### src/rtl/modexp_pkg.sv
// Shared types for the Montgomery exponentiation sequencer.
// Assumes nothing beyond being compiled before the modules that import it.
package modexp_pkg;

    // Sequencer phases.
    typedef enum logic [2:0] {
        SEQ_IDLE     = 3'd0,
        SEQ_SQUARE   = 3'd1,
        SEQ_MULTIPLY = 3'd2,
        SEQ_CONVERT  = 3'd3,
        SEQ_DONE     = 3'd4
    } seq_state_t;

    // Operand pairing requested from the datapath.
    typedef enum logic [1:0] {
        PAIR_SQUARE  = 2'd0,   // acc * acc
        PAIR_BASE    = 2'd1,   // base * acc
        PAIR_UNIT    = 2'd2    // acc * 1
    } pair_sel_t;

    // Multiplier phases.
    typedef enum logic [1:0] {
        MM_IDLE = 2'd0,
        MM_RUN  = 2'd1,
        MM_FIN  = 2'd2
    } mm_state_t;

endpackage

### src/rtl/modexp_montmul.sv
// Bit-serial radix-2 Montgomery multiplier: prod = X*Y*2^-W mod M.
// Takes one cycle per bit of X, plus one cycle for the final subtraction.
// Assumes M is odd, Y < M and X < 2^W. The running sum is kept W+2 bits
// wide, so it never wraps even when M fills the whole word.
// A start pulse is honoured only while idle. done is a registered
// one-cycle pulse, and prod is valid in that same cycle.
module modexp_montmul
    import modexp_pkg::*;
#(
    parameter int W = 32
) (
    input  logic         clk,
    input  logic         rst_n,
    input  logic         start,
    input  logic [W-1:0] op_x,
    input  logic [W-1:0] op_y,
    input  logic [W-1:0] op_m,
    output logic         done,
    output logic [W-1:0] prod
);

    localparam int SW = W + 2;
    localparam int CW = (W > 1) ? $clog2(W) : 1;
    localparam logic [CW-1:0] LAST = CW'(W - 1);

    mm_state_t       phase_q;
    logic [CW-1:0]   cnt_q;
    logic [W-1:0]    x_q;
    logic [SW-1:0]   y_q;
    logic [SW-1:0]   m_q;
    logic [SW-1:0]   s_q;
    logic [SW-1:0]   sum_y;
    logic [SW-1:0]   sum_m;
    logic [SW-1:0]   s_next;
    logic [SW-1:0]   s_less_m;
    logic [W-1:0]    fin_val;
    logic            done_q;
    logic [W-1:0]    prod_q;

    // One iteration: add X bit times Y, make the sum even with M, then halve.
    always_comb begin
        sum_y  = s_q + (x_q[0] ? y_q : '0);
        sum_m  = sum_y[0] ? (sum_y + m_q) : sum_y;
        s_next = sum_m >> 1;
    end

    // Final conditional subtraction brings the sum from below 2M to below M.
    always_comb begin
        s_less_m = s_q - m_q;
        fin_val  = (s_q >= m_q) ? s_less_m[W-1:0] : s_q[W-1:0];
    end

    // Phase, counter, operand and sum registers.
    always_ff @(posedge clk) begin
        if (!rst_n) begin
            phase_q <= MM_IDLE;
            cnt_q   <= '0;
            x_q     <= '0;
            y_q     <= '0;
            m_q     <= '0;
            s_q     <= '0;
            done_q  <= 1'b0;
            prod_q  <= '0;
        end else begin
            done_q <= 1'b0;
            case (phase_q)
                MM_IDLE: begin
                    if (start) begin
                        x_q     <= op_x;
                        y_q     <= {2'b00, op_y};
                        m_q     <= {2'b00, op_m};
                        s_q     <= '0;
                        cnt_q   <= '0;
                        phase_q <= MM_RUN;
                    end
                end
                MM_RUN: begin
                    s_q <= s_next;
                    x_q <= x_q >> 1;
                    if (cnt_q == LAST) begin
                        phase_q <= MM_FIN;
                    end else begin
                        cnt_q <= cnt_q + 1'b1;
                    end
                end
                MM_FIN: begin
                    prod_q  <= fin_val;
                    done_q  <= 1'b1;
                    phase_q <= MM_IDLE;
                end
                default: phase_q <= MM_IDLE;
            endcase
        end
    end

    assign done = done_q;
    assign prod = prod_q;

    // the partial sum never reaches 2M, so W+2 bits always suffice.
    a_r2_partial_bound: assert property (@(posedge clk) disable iff (!rst_n)
        (phase_q == MM_RUN) |-> (s_q < (m_q << 1)));

    // every product handed back is already reduced below the modulus.
    a_r1_prod_reduced: assert property (@(posedge clk) disable iff (!rst_n)
        done_q |-> ({2'b00, prod_q} < m_q));

    // the sequencer never launches a product while one is in flight.
    a_r6_start_when_idle: assert property (@(posedge clk) disable iff (!rst_n)
        start |-> (phase_q == MM_IDLE));

endmodule

### src/rtl/modexp_operands.sv
// Operand store for the exponentiation: captures exponent, modulus,
// mapped base and mapped one at load, and keeps the Montgomery
// accumulator and the held result. It presents the multiplier operand
// pair selected by the sequencer and the exponent bit the sequencer
// is pointing at.
// Assumes load, acc_we and res_we come from the sequencer and are never
// raised together.
module modexp_operands
    import modexp_pkg::*;
#(
    parameter int W = 32
) (
    input  logic                 clk,
    input  logic                 rst_n,
    input  logic                 load,
    input  logic                 acc_we,
    input  logic                 res_we,
    input  pair_sel_t            sel,
    input  logic [$clog2(W)-1:0] bit_idx,
    input  logic [W-1:0]         exponent,
    input  logic [W-1:0]         modulus,
    input  logic [W-1:0]         base_mont,
    input  logic [W-1:0]         one_mont,
    input  logic [W-1:0]         mul_prod,
    output logic [W-1:0]         mul_x,
    output logic [W-1:0]         mul_y,
    output logic [W-1:0]         mul_m,
    output logic                 cur_bit,
    output logic [W-1:0]         result
);

    localparam logic [W-1:0] UNIT = W'(1);

    logic [W-1:0] e_q;
    logic [W-1:0] m_q;
    logic [W-1:0] b_q;
    logic [W-1:0] acc_q;
    logic [W-1:0] res_q;

    // Capture operands on load; the accumulator starts at the image of one.
    always_ff @(posedge clk) begin
        if (!rst_n) begin
            e_q   <= '0;
            m_q   <= '0;
            b_q   <= '0;
            acc_q <= '0;
        end else if (load) begin
            e_q   <= exponent;
            m_q   <= modulus;
            b_q   <= base_mont;
            acc_q <= one_mont;
        end else if (acc_we) begin
            acc_q <= mul_prod;
        end
    end

    // Result register, written only by the final conversion product.
    always_ff @(posedge clk) begin
        if (!rst_n) begin
            res_q <= '0;
        end else if (res_we) begin
            res_q <= mul_prod;
        end
    end

    // Operand pair for the multiplier; X is the operand it scans bit by bit.
    always_comb begin
        case (sel)
            PAIR_SQUARE: begin mul_x = acc_q; mul_y = acc_q; end
            PAIR_BASE:   begin mul_x = b_q;   mul_y = acc_q; end
            PAIR_UNIT:   begin mul_x = acc_q; mul_y = UNIT;  end
            default:     begin mul_x = acc_q; mul_y = acc_q; end
        endcase
    end

    assign mul_m   = m_q;
    assign cur_bit = e_q[bit_idx];
    assign result  = res_q;

endmodule

### src/rtl/modexp_fsm.sv
// Sequencer for left-to-right square-and-multiply in the Montgomery domain.
// Per exponent bit, from W-1 down to 0, it issues a square and, for a set
// bit, a product with the mapped base. It ends with a product by one.
// It issues one multiplier start per state and waits for the multiplier's
// done pulse before it moves on.
// Assumes W is a power of two, so the bit index spans the exponent.
module modexp_fsm
    import modexp_pkg::*;
#(
    parameter int W = 32
) (
    input  logic                 clk,
    input  logic                 rst_n,
    input  logic                 start,
    input  logic                 cur_bit,
    input  logic                 mul_done,
    output logic                 load,
    output logic                 acc_we,
    output logic                 res_we,
    output logic                 mul_start,
    output pair_sel_t            sel,
    output logic [$clog2(W)-1:0] bit_idx,
    output logic                 done
);

    localparam int BW = $clog2(W);
    localparam logic [BW-1:0] TOP = BW'(W - 1);

    seq_state_t    state_q, state_d;
    logic [BW-1:0] bit_q, bit_d;
    logic          issued_q, issued_d;

    // Next-state, strobe and operand-select logic.
    always_comb begin
        state_d   = state_q;
        bit_d     = bit_q;
        issued_d  = issued_q;
        load      = 1'b0;
        acc_we    = 1'b0;
        res_we    = 1'b0;
        mul_start = 1'b0;
        sel       = PAIR_SQUARE;
        case (state_q)
            SEQ_IDLE: begin
                if (start) begin
                    load     = 1'b1;
                    bit_d    = TOP;
                    issued_d = 1'b0;
                    state_d  = SEQ_SQUARE;
                end
            end
            SEQ_SQUARE, SEQ_MULTIPLY: begin
                sel = (state_q == SEQ_SQUARE) ? PAIR_SQUARE : PAIR_BASE;
                if (!issued_q) begin
                    mul_start = 1'b1;
                    issued_d  = 1'b1;
                end else if (mul_done) begin
                    acc_we   = 1'b1;
                    issued_d = 1'b0;
                    if (state_q == SEQ_SQUARE && cur_bit) begin
                        state_d = SEQ_MULTIPLY;
                    end else if (bit_q == '0) begin
                        state_d = SEQ_CONVERT;
                    end else begin
                        bit_d   = bit_q - 1'b1;
                        state_d = SEQ_SQUARE;
                    end
                end
            end
            SEQ_CONVERT: begin
                sel = PAIR_UNIT;
                if (!issued_q) begin
                    mul_start = 1'b1;
                    issued_d  = 1'b1;
                end else if (mul_done) begin
                    res_we   = 1'b1;
                    issued_d = 1'b0;
                    state_d  = SEQ_DONE;
                end
            end
            SEQ_DONE: state_d = SEQ_IDLE;
            default:  state_d = SEQ_IDLE;
        endcase
    end

    // State, bit index and issue-flag registers.
    always_ff @(posedge clk) begin
        if (!rst_n) begin
            state_q  <= SEQ_IDLE;
            bit_q    <= '0;
            issued_q <= 1'b0;
        end else begin
            state_q  <= state_d;
            bit_q    <= bit_d;
            issued_q <= issued_d;
        end
    end

    assign bit_idx = bit_q;
    assign done    = (state_q == SEQ_DONE);

    // a multiply step is only ever entered straight from a square.
    a_r4_mul_after_square: assert property (@(posedge clk) disable iff (!rst_n)
        (state_q == SEQ_MULTIPLY && $past(state_q) != SEQ_MULTIPLY)
        |-> ($past(state_q) == SEQ_SQUARE));

    // conversion starts only once bit 0 has been handled.
    a_r4_convert_after_bit0: assert property (@(posedge clk) disable iff (!rst_n)
        (state_q == SEQ_CONVERT && $past(state_q) != SEQ_CONVERT)
        |-> ($past(bit_q) == '0));

    // completion is a single-cycle pulse.
    a_r5_done_pulse: assert property (@(posedge clk) disable iff (!rst_n)
        done |=> !done);

    // the result register changes only on completion of a conversion.
    a_r6_result_on_convert: assert property (@(posedge clk) disable iff (!rst_n)
        res_we |=> (state_q == SEQ_DONE));

endmodule

### src/rtl/modexp_ctrl.sv
// Top level of the Montgomery exponentiation sequencer: connects the
// sequencer, the operand store and one bit-serial Montgomery multiplier.
// Assumes an odd modulus above 1, a mapped base below the modulus, and
// W a power of two.
module modexp_ctrl
    import modexp_pkg::*;
#(
    parameter int W = 32
) (
    input  logic         clk,
    input  logic         rst_n,
    input  logic         start,
    input  logic [W-1:0] exponent,
    input  logic [W-1:0] modulus,
    input  logic [W-1:0] base_mont,
    input  logic [W-1:0] one_mont,
    output logic         done,
    output logic [W-1:0] result
);

    localparam int BW = $clog2(W);

    logic          load;
    logic          acc_we;
    logic          res_we;
    logic          mul_start;
    logic          mul_done;
    pair_sel_t     sel;
    logic [BW-1:0] bit_idx;
    logic          cur_bit;
    logic [W-1:0]  mul_x;
    logic [W-1:0]  mul_y;
    logic [W-1:0]  mul_m;
    logic [W-1:0]  mul_prod;

    modexp_fsm #(.W(W)) u_fsm (
        .clk       (clk),
        .rst_n     (rst_n),
        .start     (start),
        .cur_bit   (cur_bit),
        .mul_done  (mul_done),
        .load      (load),
        .acc_we    (acc_we),
        .res_we    (res_we),
        .mul_start (mul_start),
        .sel       (sel),
        .bit_idx   (bit_idx),
        .done      (done)
    );

    modexp_operands #(.W(W)) u_operands (
        .clk       (clk),
        .rst_n     (rst_n),
        .load      (load),
        .acc_we    (acc_we),
        .res_we    (res_we),
        .sel       (sel),
        .bit_idx   (bit_idx),
        .exponent  (exponent),
        .modulus   (modulus),
        .base_mont (base_mont),
        .one_mont  (one_mont),
        .mul_prod  (mul_prod),
        .mul_x     (mul_x),
        .mul_y     (mul_y),
        .mul_m     (mul_m),
        .cur_bit   (cur_bit),
        .result    (result)
    );

    modexp_montmul #(.W(W)) u_montmul (
        .clk   (clk),
        .rst_n (rst_n),
        .start (mul_start),
        .op_x  (mul_x),
        .op_y  (mul_y),
        .op_m  (mul_m),
        .done  (mul_done),
        .prod  (mul_prod)
    );

endmodule

### config.mk
export PLATFORM = sky130hd
export DESIGN_NAME = modexp_ctrl
export DESIGN_NICKNAME = d
export VERILOG_FILES = /design/src/rtl/modexp_pkg.sv /design/src/rtl/modexp_montmul.sv /design/src/rtl/modexp_operands.sv /design/src/rtl/modexp_fsm.sv /design/src/rtl/modexp_ctrl.sv
export SDC_FILE = /design/constraint.sdc
export NUM_CORES = 1
export LEC_CHECK = 0
export ABC_CLOCK_PERIOD_IN_PS = 6050
export BUFFER_PORTS_ARGS = -buffer_cell sky130_fd_sc_hd__buf_2
export CORE_MARGIN = 2
export CORE_UTILIZATION = 60
export DETAILED_ROUTE_END_ITERATION = 10
export PLACE_DENSITY = 0.8
export SYNTH_ARGS = -nofsm -noshare
export SYNTH_HDL_FRONTEND = slang
export SYNTH_SLANG_ARGS = --single-unit
export TNS_END_PERCENT = 1
### constraint.sdc
create_clock -name clk -period 6.05 [get_ports clk]
set_clock_uncertainty 0.15 [all_clocks]
set_input_delay 1.21 -clock clk [delete_from_list [all_inputs] [get_ports clk]]
set_output_delay 1.21 -clock clk [all_outputs]
set_load 0.02 [all_outputs]
=== Yosys cells after proc, flatten, opt, wreduce, memory -nomap -nowiden ===
Cells that the tools add are included.

* Add/subtract/negate cells: 5
* Reductions and logical operators: 17
* Equal/unequal tests: 19
* Multiplexer cells: 48
* $lt $le $gt $ge: 2

{| class="wikitable"
|+ Operator list
! operator !! count
|-
| 32-bit two-way mux || 7
|-
| 34-bit by 32-bit adder with 34-bit output || 2
|-
| 34-bit two-way mux || 2
|-
| 34-bit one-hot mux with 2 select lines || 1
|-
| 32-bit one-hot mux with 2 select lines || 1
|-
| 5-bit two-way mux || 7
|-
| 34-bit by 32-bit greater-or-equal comparator with 1-bit output || 1
|-
| 32-bit subtractor || 1
|-
| 5-bit one-hot mux with 2 select lines || 2
|-
| 3-bit two-way mux || 6
|-
| 1-bit two-way mux || 14
|-
| 2-bit by 1-bit inequality test with 1-bit output, second input constant || 5
|-
| 2-bit inequality test, second input constant || 5
|-
| 3-bit one-hot mux with 3 select lines || 1
|-
| 2-bit one-hot mux with 2 select lines || 2
|-
| 2-bit AND reduction || 4
|-
| 2-bit nonzero test || 4
|-
| 3-bit by 2-bit equality test with 1-bit output, second input constant || 2
|-
| 5-bit by 6-bit < comparator with 1-bit output, second input constant || 1
|-
| 2-bit two-way mux || 3
|-
| 6-bit AND reduction || 1
|-
| 5-bit by 1-bit adder with 5-bit output, second input constant || 1
|-
| 1-bit binary-select mux with 5-bit select || 1
|-
| 5-bit equality test, second input constant || 1
|-
| other kinds (14) || 16
|}

* Register bits: 339
* Bits of input ports: 131
* Output and inout port bits: 33
* Logic and storage cells: 107

=== Logic depth before layout (Yosys ltp) ===
Gate-level depths: netlist (run 1).

* Depth after elaboration: 7
* Mapped depth: 24
* Gate-level depth less buffers: 23

=== Modules after synthesis ===
Synthesis (run 1) repeated with hierarchy kept, for this count alone.

* Cell total of the unflattened synthesis: 2335
* Area, all modules: 19478.7 sq um

{| class="wikitable"
|+ Modules (own cells, without submodules)
! module !! sequential area each (sq um) !! area each (sq um) !! cells an instance !! times used
|-
| modexp_montmul || 3383.2 || 11646.2 || 1558 || 1
|-
| modexp_operands || 3203.1 || 7225.7 || 701 || 1
|-
| modexp_fsm || 180.2 || 606.8 || 76 || 1
|}

=== Worst setup path after synthesis (run 1) ===
OpenSTA, ideal clock, no wires.

* Path kind: register to register
* From: reg u_montmul.x_q[0]
* To: reg u_montmul.s_q[27]
* Path buffers: 2
* Slack: 0.965 ns
* Data required time: 5.778 ns
* Library setup time: 0.122 ns
* Arrival time: 4.813 ns
* Clock period less this slack: 5.085 ns
* Stages on the path, launching flop included: 24
* Cells stage by stage: dfxtp_1 clkbuf_1 and2_1 ha_1 buf_2 a21o_1 a21o_1 a2111oi_2 a211oi_1 a211oi_2 nor2_1 a211oi_2 xnor2_1 ha_1 nand2_1 a21oi_1 a221o_1 or4_1 o21ai_1 o21ai_1 a31oi_1 xor2_1 nor2_1 a221o_1

* Longest elaborated chain between the ends: 5

{| class="wikitable"
|+ RTL lines
! element !! line !! source
|-
| start: declaration || modexp_montmul.sv:28 || <nowiki>logic [W-1:0] x_q;</nowiki>
|-
| start signal: assignment || modexp_montmul.sv:69 || <nowiki>x_q <= op_x;</nowiki>
|-
| start signal: assignment || modexp_montmul.sv:79 || <nowiki>x_q <= x_q >> 1;</nowiki>
|-
| 32-bit two-way mux (*) || modexp_montmul.sv:42 || <nowiki>sum_y = s_q + (x_q[0] ? y_q : '0);</nowiki>
|-
| 34-bit by 32-bit adder with 34-bit output (*) || modexp_montmul.sv:42 ||
|-
| 34-bit by 32-bit adder with 34-bit output || modexp_montmul.sv:43 || <nowiki>sum_m = sum_y[0] ? (sum_y + m_q) : sum_y;</nowiki>
|-
| 34-bit two-way mux (*) || modexp_montmul.sv:43 ||
|-
| 34-bit one-hot mux with 2 select lines (*) || modexp_montmul.sv:66 || <nowiki>case (phase_q)</nowiki>
|-
| end signal: assignment || modexp_montmul.sv:78 || <nowiki>s_q <= s_next;</nowiki>
|-
| end: declaration || modexp_montmul.sv:31 || <nowiki>logic [SW-1:0] s_q;</nowiki>
|}

Mark *: on every way between the ends. The rest lies on a longest branch, timed or not.
A chain may end at the register's enable or synchronous reset.

=== Worst setup path in the final report (run 1) ===
* From: reg u_montmul.x_q[0]
* To: reg u_montmul.s_q[32]

The elaborated chain is that of the path after synthesis.

==> key figures, run 1 <==
Die
  – IO Pins: 164
  – CORE AREA: approximately 30000 um2
  – Die area: about 32000 um2
  – Starting Density: between 60% and 70%
  – Die W: around 180 um
  – Row Count: 63
  – Die Ht: 178.7 um

Synthesis
  – Adder-Cell Fraction of Synth Area: 7.023%
  – Yosys Warn Count: 0
  – Register area share after synthesis: 36.95%
  – Area contributors post-synth: dfxtp_1, nand2_1, a21oi_1
  – XOR/XNOR Fraction of Synth Area: 3.587%
  – Synthesized net count: ~2600
  – Largest family of logic cells by synthesized area: compound AO/OA/AOI/OAI gates
  – Seq cells post-synth: ~340
  – Synth Flop Type: dfxtp_1
  – Synthesized instance count: 2338
  – Share of the synthesized area in the top cell type: 36.95%
  – Multiplexer share of the synthesized area: 3.969%
  – Ys async rst share: 0%
  – Synth Area in Simple Gates: 20.22%
  – Yosys top cell by area: dfxtp_1
  – Compound-Gate Fraction of Synth Area: 23.80%
  – Number of synthesized flops with an enable pin: 0
  – Syn Std Cell Area: 18310 um2
  – Cell variety after synth: 72
  – Synth Area per Inst: 7.833 um2

Setup path
  – Buf/Inv on CP: 1
  – Critical Path Most Common Cell: nor3_1
  – Worst setup path class: reg2reg
  – Reg2reg start: u_montmul.x_q[0]
  – Slowest cell on the critical path: o41ai_1
  – Worst R2R Path Depth: 22
  – Worst EP required: roughly 6.4 ns
  – R2R setup slack: 0.41 ns
  – Critical path peak fanout: 16
  – Crit start category: flop
  – Cell breakdown of the critical path: and2_1, ha_1, a21o_1, a21o_1, a2111oi_2, a211oi_1, a211oi_2, o21bai_1, a211oi_1, nor3_1, ha_1, nand4_1, nor3_1, buf_4, nand4_1, a21oi_1, nor2_1, o41ai_1, o31ai_1, nor3_1, o2bb2a_1, nand2_1
  – Arrival time at the worst endpoint: 5.96 ns
  – Critical Path Max Stage Delay: approximately 0.48 ns
  – Worst reg2reg path endpoint: u_montmul.s_q[32]
  – Worst setup EP type: flop
  – Worst path top cell family by delay: compound AO/OA/AOI/OAI gates

Routing
  – DRT Pass-1 Iters: 6
  – WL final: 52490 um
  – Post-DR vias/cell: 6.157
  – Total number of vias: 17440
  – Initial drt markers: between 1000 and 1500
  – Drt wl/cell: about 19 um
  – Drt drc: 0
  – Remaining antenna violation count: 0

Timing
  – Setup TNS: 0 ns
  – Slew margin rel.: 11.93%
  – Share of the clock period used by the worst path: slightly above 90%
  – Worst-margin pin slew: 1.321 ns
  – Min Clock Period, post-route: 5.639 ns
  – RSZ-0062 raised after global routing: false
  – Final setup fails: 0
  – Final Hold Vio Count: 0
  – Max Slew Vio Count: 0
  – Max Clock Freq: 0.1773 GHz

Power and ir drop
  – Peak VDD IR: between 200 and 300 uV
  – Combinational share of power: 16.2%
  – Pint: 4.108 mW
  – Leakage: ~8.4 nW
  – Power Dens Cells: about 280 nW/um2
  – P_sw: 1.648 mW
  – Clk pwr share: about two fifths
  – Sequential share of power: 42.0%
  – Post-route total power: 5.756 mW
  – Switching share of power: 28.64%

Final layout
  – Non-Filler Instances: 2833
  – Most frequent cells in the layout: nand2_1, dfxtp_1, a21oi_1
  – Nets: between 2000 and 3000
  – Commonest non-fill, non-tap cell in the layout: nand2_1
  – Inserted Diodes: 0
  – Layout cells sized above 1: 11.63%
  – Area growth syn-to-layout: 12.29%

CTS
  – CTS tree: done
  – Post-CTS setup buffer count: 0
  – CTS clk-pin slew, worst paths: 0.06 ns
  – Clock Latency Late Sink: 0.54 ns
  – CTS Buffer Depth: 3
  – TritonCTS Sinks: 338
  – Post-CTS sizing: 0
  – CTS H-tree depth: 2
  – CTS buffer count: 38
  – Hold_buf cts: 0
  – Root buf cell: clkbuf_16

GRT
  – Vias in the first global route: approximately 17000
  – First-pass GRT wire length: about 83000 um
  – GRT Total Usage: 32.37%
  – Initial antenna violation count: 2
  – GRT overflow: 0
  – Largest net degree at the start of global routing: 142

Place
  – DP HPWL: 37330 um
  – Number of port buffers: 163
  – GP Congestion: ~0.95
  – Dpl cells: 2765

Worst hold path
  – Hold depth: 2
  – Hold crit path type: reg2reg
  – Hold worst-path end: u_montmul.m_q[10]
  – Hold path start: u_operands.mul_m[10]

Status
  – Status: finished clean

Flow run
  – Maxcap violations: 0
==> registers in the layout (all words and copies together), names as in the netlist <==
register,cells
u_montmul.x_q,32
u_fsm.bit_idx,5
u_montmul.s_q,33
u_montmul.phase_q,2
u_operands.result,32
u_operands.acc_q,32
u_montmul.cnt_q,5
u_montmul.m_q,32
u_operands.e_q,32
u_montmul.y_q,32
u_fsm.state_q,3
u_fsm.issued_q,1
u_montmul.done,1
u_montmul.prod,32
u_operands.mul_m,32
u_operands.b_q,32
==> power by group through the flow <==
stage          combinational (mW)  clock (mW)  sequential, mW
5_1_grt                      1.03        2.51            2.42
3_5_place_dp                0.913           0            2.46
4_1_cts                     0.923        2.43            2.41
2_1_floorplan               0.730           0            2.42
6_report                    0.935        2.41            2.42
3_3_place_gp                0.899           0            2.46
==> layout make-up <==
cell class | instances | area, um2
clock buffer | 53 | 1119
clock inverter | 15 | 193.9
fill | 2509 | 9310
inverter | 64 | 247.7
multi-input combinational | 1791 | 10780
sequential | 338 | 6768
tap | 390 | 488.0
timing repair buffer | 182 | 970.9
==> stage by stage <==
stage	instance area, um2	util (%)	hold WS (ns)	worst slack [ns]
after floorplan	18310	-	0.2815	0.9654
after global placement	19250	64.44	0.2878	0.6114
after detailed placement	19250	64.44	0.2942	0.4160
after CTS	20560	68.83	0.3021	0.3825
after global routing	20560	68.84	0.3173	0.04945
final	20560	68.84	0.3027	0.4108
==> cells in the mapped netlist, drive strengths merged (36+ instances only) <==
library cell  number
nand2            481
ha                98
o21ai             72
dfxtp            338
inv               64
a221oi            36
a21o              45
a21oi            319
nor2             184
clkbuf           124
a211oi            67
nor3              45
and2              37
mux2i             46
xnor2             44
==> tightest hold or removal path, delay by kind of cell, from the launching register on <==
kind | cells | cell delay (ns)
AOI/OAI and AO/OA | 1 | 0.05
DFF | 1 | 0.31
and+or+nand+nor | 1 | 0.05
==> how the worst max path moves through the flow <==
stage | from | end | slack (ns) | cells past startpoint
after floorplan | u_montmul.x_q[0] | u_montmul.s_q[27] | 0.97 | 23
after detailed placement | u_montmul.x_q[0] | u_montmul.s_q[28] | 0.42 | 20
after global placement | u_montmul.x_q[0] | u_montmul.s_q[28] | 0.61 | 20
final | u_montmul.x_q[0] | u_montmul.s_q[32] | 0.41 | 22
after CTS | u_montmul.x_q[0] | u_montmul.s_q[28] | 0.38 | 20
after global routing | u_montmul.x_q[0] | u_montmul.s_q[31] | 0.05 | 21
==> metal layers <==
metal  part of all wire [%]  wire [um]  global-route usage, %  vias up
met5                  0.015          8                      0        -
met4                    5.3       2757                  16.67        2
met3                    5.3       2789                  4.198      179
met2                     48      25020                  54.76      622
met1                     42      21910                  40.40     8262
li1                       -          -                      -     8378
==> logic make-up (layout without fill, tap and decap cells) <==
family                   count (synthesis)  after routing
multiplexers                            59             59
AND/OR/NAND/NOR                        870            870
XOR/XNOR                                75             75
adder cells (fa/ha/maj)                101            101
AO/OA/AOI/OAI                          686            686
buffers and inverters                  209            314
flip-flops                             338            338
(Power assumes the default switching activity.)
==> inputs of run 2 (changes only) <==
- ABC_AREA: not set -> 0
- CORE_MARGIN: 2 -> not set
- CTS_BUF_LIST: not set -> sky130_fd_sc_hd__clkbuf_16
==> run 2 against run 1 <==
Clock-buffer cell count down 15. Largest power group unchanged. Critical path type unchanged. Global-route usage is 0.95 points higher. First-iteration DRC count is 14% higher. Core utilization fell by 0.17 points. Cell count barely moved. Sequential cell count stayed put. Hold slack got worse by 0.0023 ns. Highest routed layer is now met4. Routed wire length up 0.58%. Maximum frequency rose by 1.2%. Via count decreased by 0.40%. Setup slack better by 0.066 ns.
==> key figures, run 2 (synthesis gave the netlist of run 1 again) <==
Die
  – Die Ht: 176.7 um
  – Die W: 176.7 um
  – Row Count: 63
  – IO Pins: 164
  – CORE AREA: between 20000 and 30000 um2
  – Starting Density: 61.46%
  – Die area: 31230 um2

GRT
  – GRT overflow: 0
  – First-pass GRT wire length: 83420 um
  – Initial antenna violation count: 0
  – Largest net degree at the start of global routing: 154
  – Vias in the first global route: 16410
  – GRT Total Usage: approximately 33%

Setup path
  – Worst EP required: 6.30 ns
  – Critical path peak fanout: 20
  – Crit start category: flop
  – Critical Path End: u_montmul.s_q[31]
  – Worst reg2reg path endpoint: u_montmul.s_q[31]
  – Arrival time at the worst endpoint: roughly 5.8 ns
  – Slowest cell on the critical path: ha_1
  – Worst R2R Path Depth: 22
  – Critical Path Max Stage Delay: approximately 0.43 ns
  – Worst setup EP type: flop
  – Worst setup path class: reg2reg
  – R2R setup slack: 0.48 ns
  – Reg2reg start: u_montmul.x_q[0]
  – Critical Path Start: u_montmul.x_q[0]
  – Cell breakdown of the critical path: buf_4, and2_1, ha_1, a21o_1, a21o_1, a2111oi_2, a211oi_1, a211oi_2, o21bai_1, a211oi_1, nor3_1, ha_1, nand4_1, nor3_2, nand2_1, a21oi_1, o21ai_1, nor4_1, nor2_1, a2111o_1, xnor2_1, o21ai_0

Timing
  – Max Slew Vio Count: 0
  – Setup TNS: 0 ns
  – Final setup fails: 0
  – Share of the clock period used by the worst path: between 90% and 100%
  – Min Clock Period, post-route: 5.574 ns
  – RSZ-0062 raised after global routing: false
  – Slew margin rel.: 10.45%
  – Final WS setup: 0.4765 ns
  – Worst-margin pin slew: 1.343 ns
  – Max Clock Freq: 0.1794 GHz
  – Final Hold Vio Count: 0

CTS
  – Clock Latency Late Sink: 0.53 ns
  – Root buf cell: clkbuf_16
  – TritonCTS Sinks: 338
  – CTS H-tree depth: 2
  – Post-CTS setup buffer count: 0
  – CTS clk-pin slew, worst paths: 0.06 ns
  – CTS Buffer Depth: 3
  – CTS buffer count: 37
  – Hold_buf cts: 0
  – CTS tree: done
  – Post-CTS sizing: 0

Routing
  – WL final: 52790 um
  – Remaining antenna violation count: 0
  – Initial drt markers: 1670
  – DRT Pass-1 Iters: 5
  – Drt drc: 0
  – Drt wl/cell: 18.63 um
  – Post-DR vias/cell: 6.131
  – Total number of vias: 17370

Power and ir drop
  – P_sw: 1.616 mW
  – Leakage: 8.392 nW
  – Sequential share of power: 43.4%
  – Power Dens Cells: 272.1 nW/um2
  – Combinational share of power: approximately 17%
  – Clk pwr share: 39.5%
  – Pint: roughly 4.0 mW
  – Peak VDD IR: between 200 and 250 uV
  – Switching share of power: 29.03%
  – Post-route total power: 5.568 mW

Worst hold path
  – Hold crit path type: reg2reg

Final layout
  – Area growth syn-to-layout: 11.72%
  – Layout cells sized above 1: 11.13%
  – Nets: 2648
  – Most frequent cells in the layout: nand2_1, dfxtp_1, a21oi_1
  – Design Area, Final: 20460 um2
  – Non-Filler Instances: ~2800
  – Max FFs per register: 33
  – Commonest non-fill, non-tap cell in the layout: nand2_1
  – Reg with most FFs: u_montmul.s_q
  – Inserted Diodes: 0

Place
  – DP HPWL: roughly 37000 um
  – Placed cell areas: between 15000 and 20000 um2
  – Dpl ws: 0.4327 ns
  – GP Congestion: 0.9607
  – Dpl cells: 2767
  – Number of port buffers: 163

Flow run
  – Maxcap violations: 0

Status
  – Status: finished clean
[run 2: worst max-delay path, delay by kind of cell, from the launching register on]
family / cells / cell delay, ns
adder cells (fa/ha/maj): 2 / 0.66
AO/OA/AOI/OAI: 11 / 2.60
buffers and inverters: 1 / 0.20
XOR/XNOR: 1 / 0.15
flip-flops: 1 / 0.37
AND/OR/NAND/NOR: 7 / 1.30
[run 2: stage by stage]
stage / hold WS (ns) / utilization, %
after floorplan: 0.2815 / -
after global placement: 0.2893 / 64.66
after detailed placement: 0.2930 / 64.66
after CTS: 0.3009 / 68.62
after global routing: 0.3226 / 68.67
final: 0.3004 / 68.67
[run 2: layer usage]
metal / share of wire, % / GRT usage [%] / vias up
li1: - / - / 8401
met1: 42 / 41.95 / 8156
met2: 48 / 56.47 / 650
met3: 5.2 / 3.522 / 167
met4: 5.1 / 16.81 / 0
met5: 0 / 0 / -
[run 2: area by class of cell]
class                   count  area (um2)
fillers                  2460        9335
repair buffers            184       985.9
inverters                  64       247.7
multi-input cells        1791       10790
well taps                 390       488.0
clock inverters            29       230.2
flip-flops and latches    338        6768
clock buffers              38       950.9
[run 2: how the worst min path moves through the flow]
stage	start	endpoint	slack [ns]	cells past startpoint
finish	u_operands.result[29]	u_operands.result[29]	0.30	2
global placement	u_operands.e_q[22]	u_operands.e_q[22]	0.29	2
global route	u_operands.e_q[19]	u_operands.e_q[19]	0.32	2
floorplan	u_operands.e_q[21]	u_operands.e_q[21]	0.28	2
CTS	u_operands.result[3]	u_operands.result[3]	0.30	2
detailed placement	u_operands.result[3]	u_operands.result[3]	0.29	2
[run 2: power groups by stage]
| stage | sequential [mW] | clock (mW) | combinational, mW |
|---|---|---|---|
| 3_5_place_dp | 2.46 | 0 | 0.926 |
| 4_1_cts | 2.41 | 2.22 | 0.938 |
| 5_1_grt | 2.42 | 2.31 | 1.05 |
| 2_1_floorplan | 2.42 | 0 | 0.730 |
| 3_3_place_gp | 2.46 | 0 | 0.911 |
| 6_report | 2.42 | 2.20 | 0.952 |
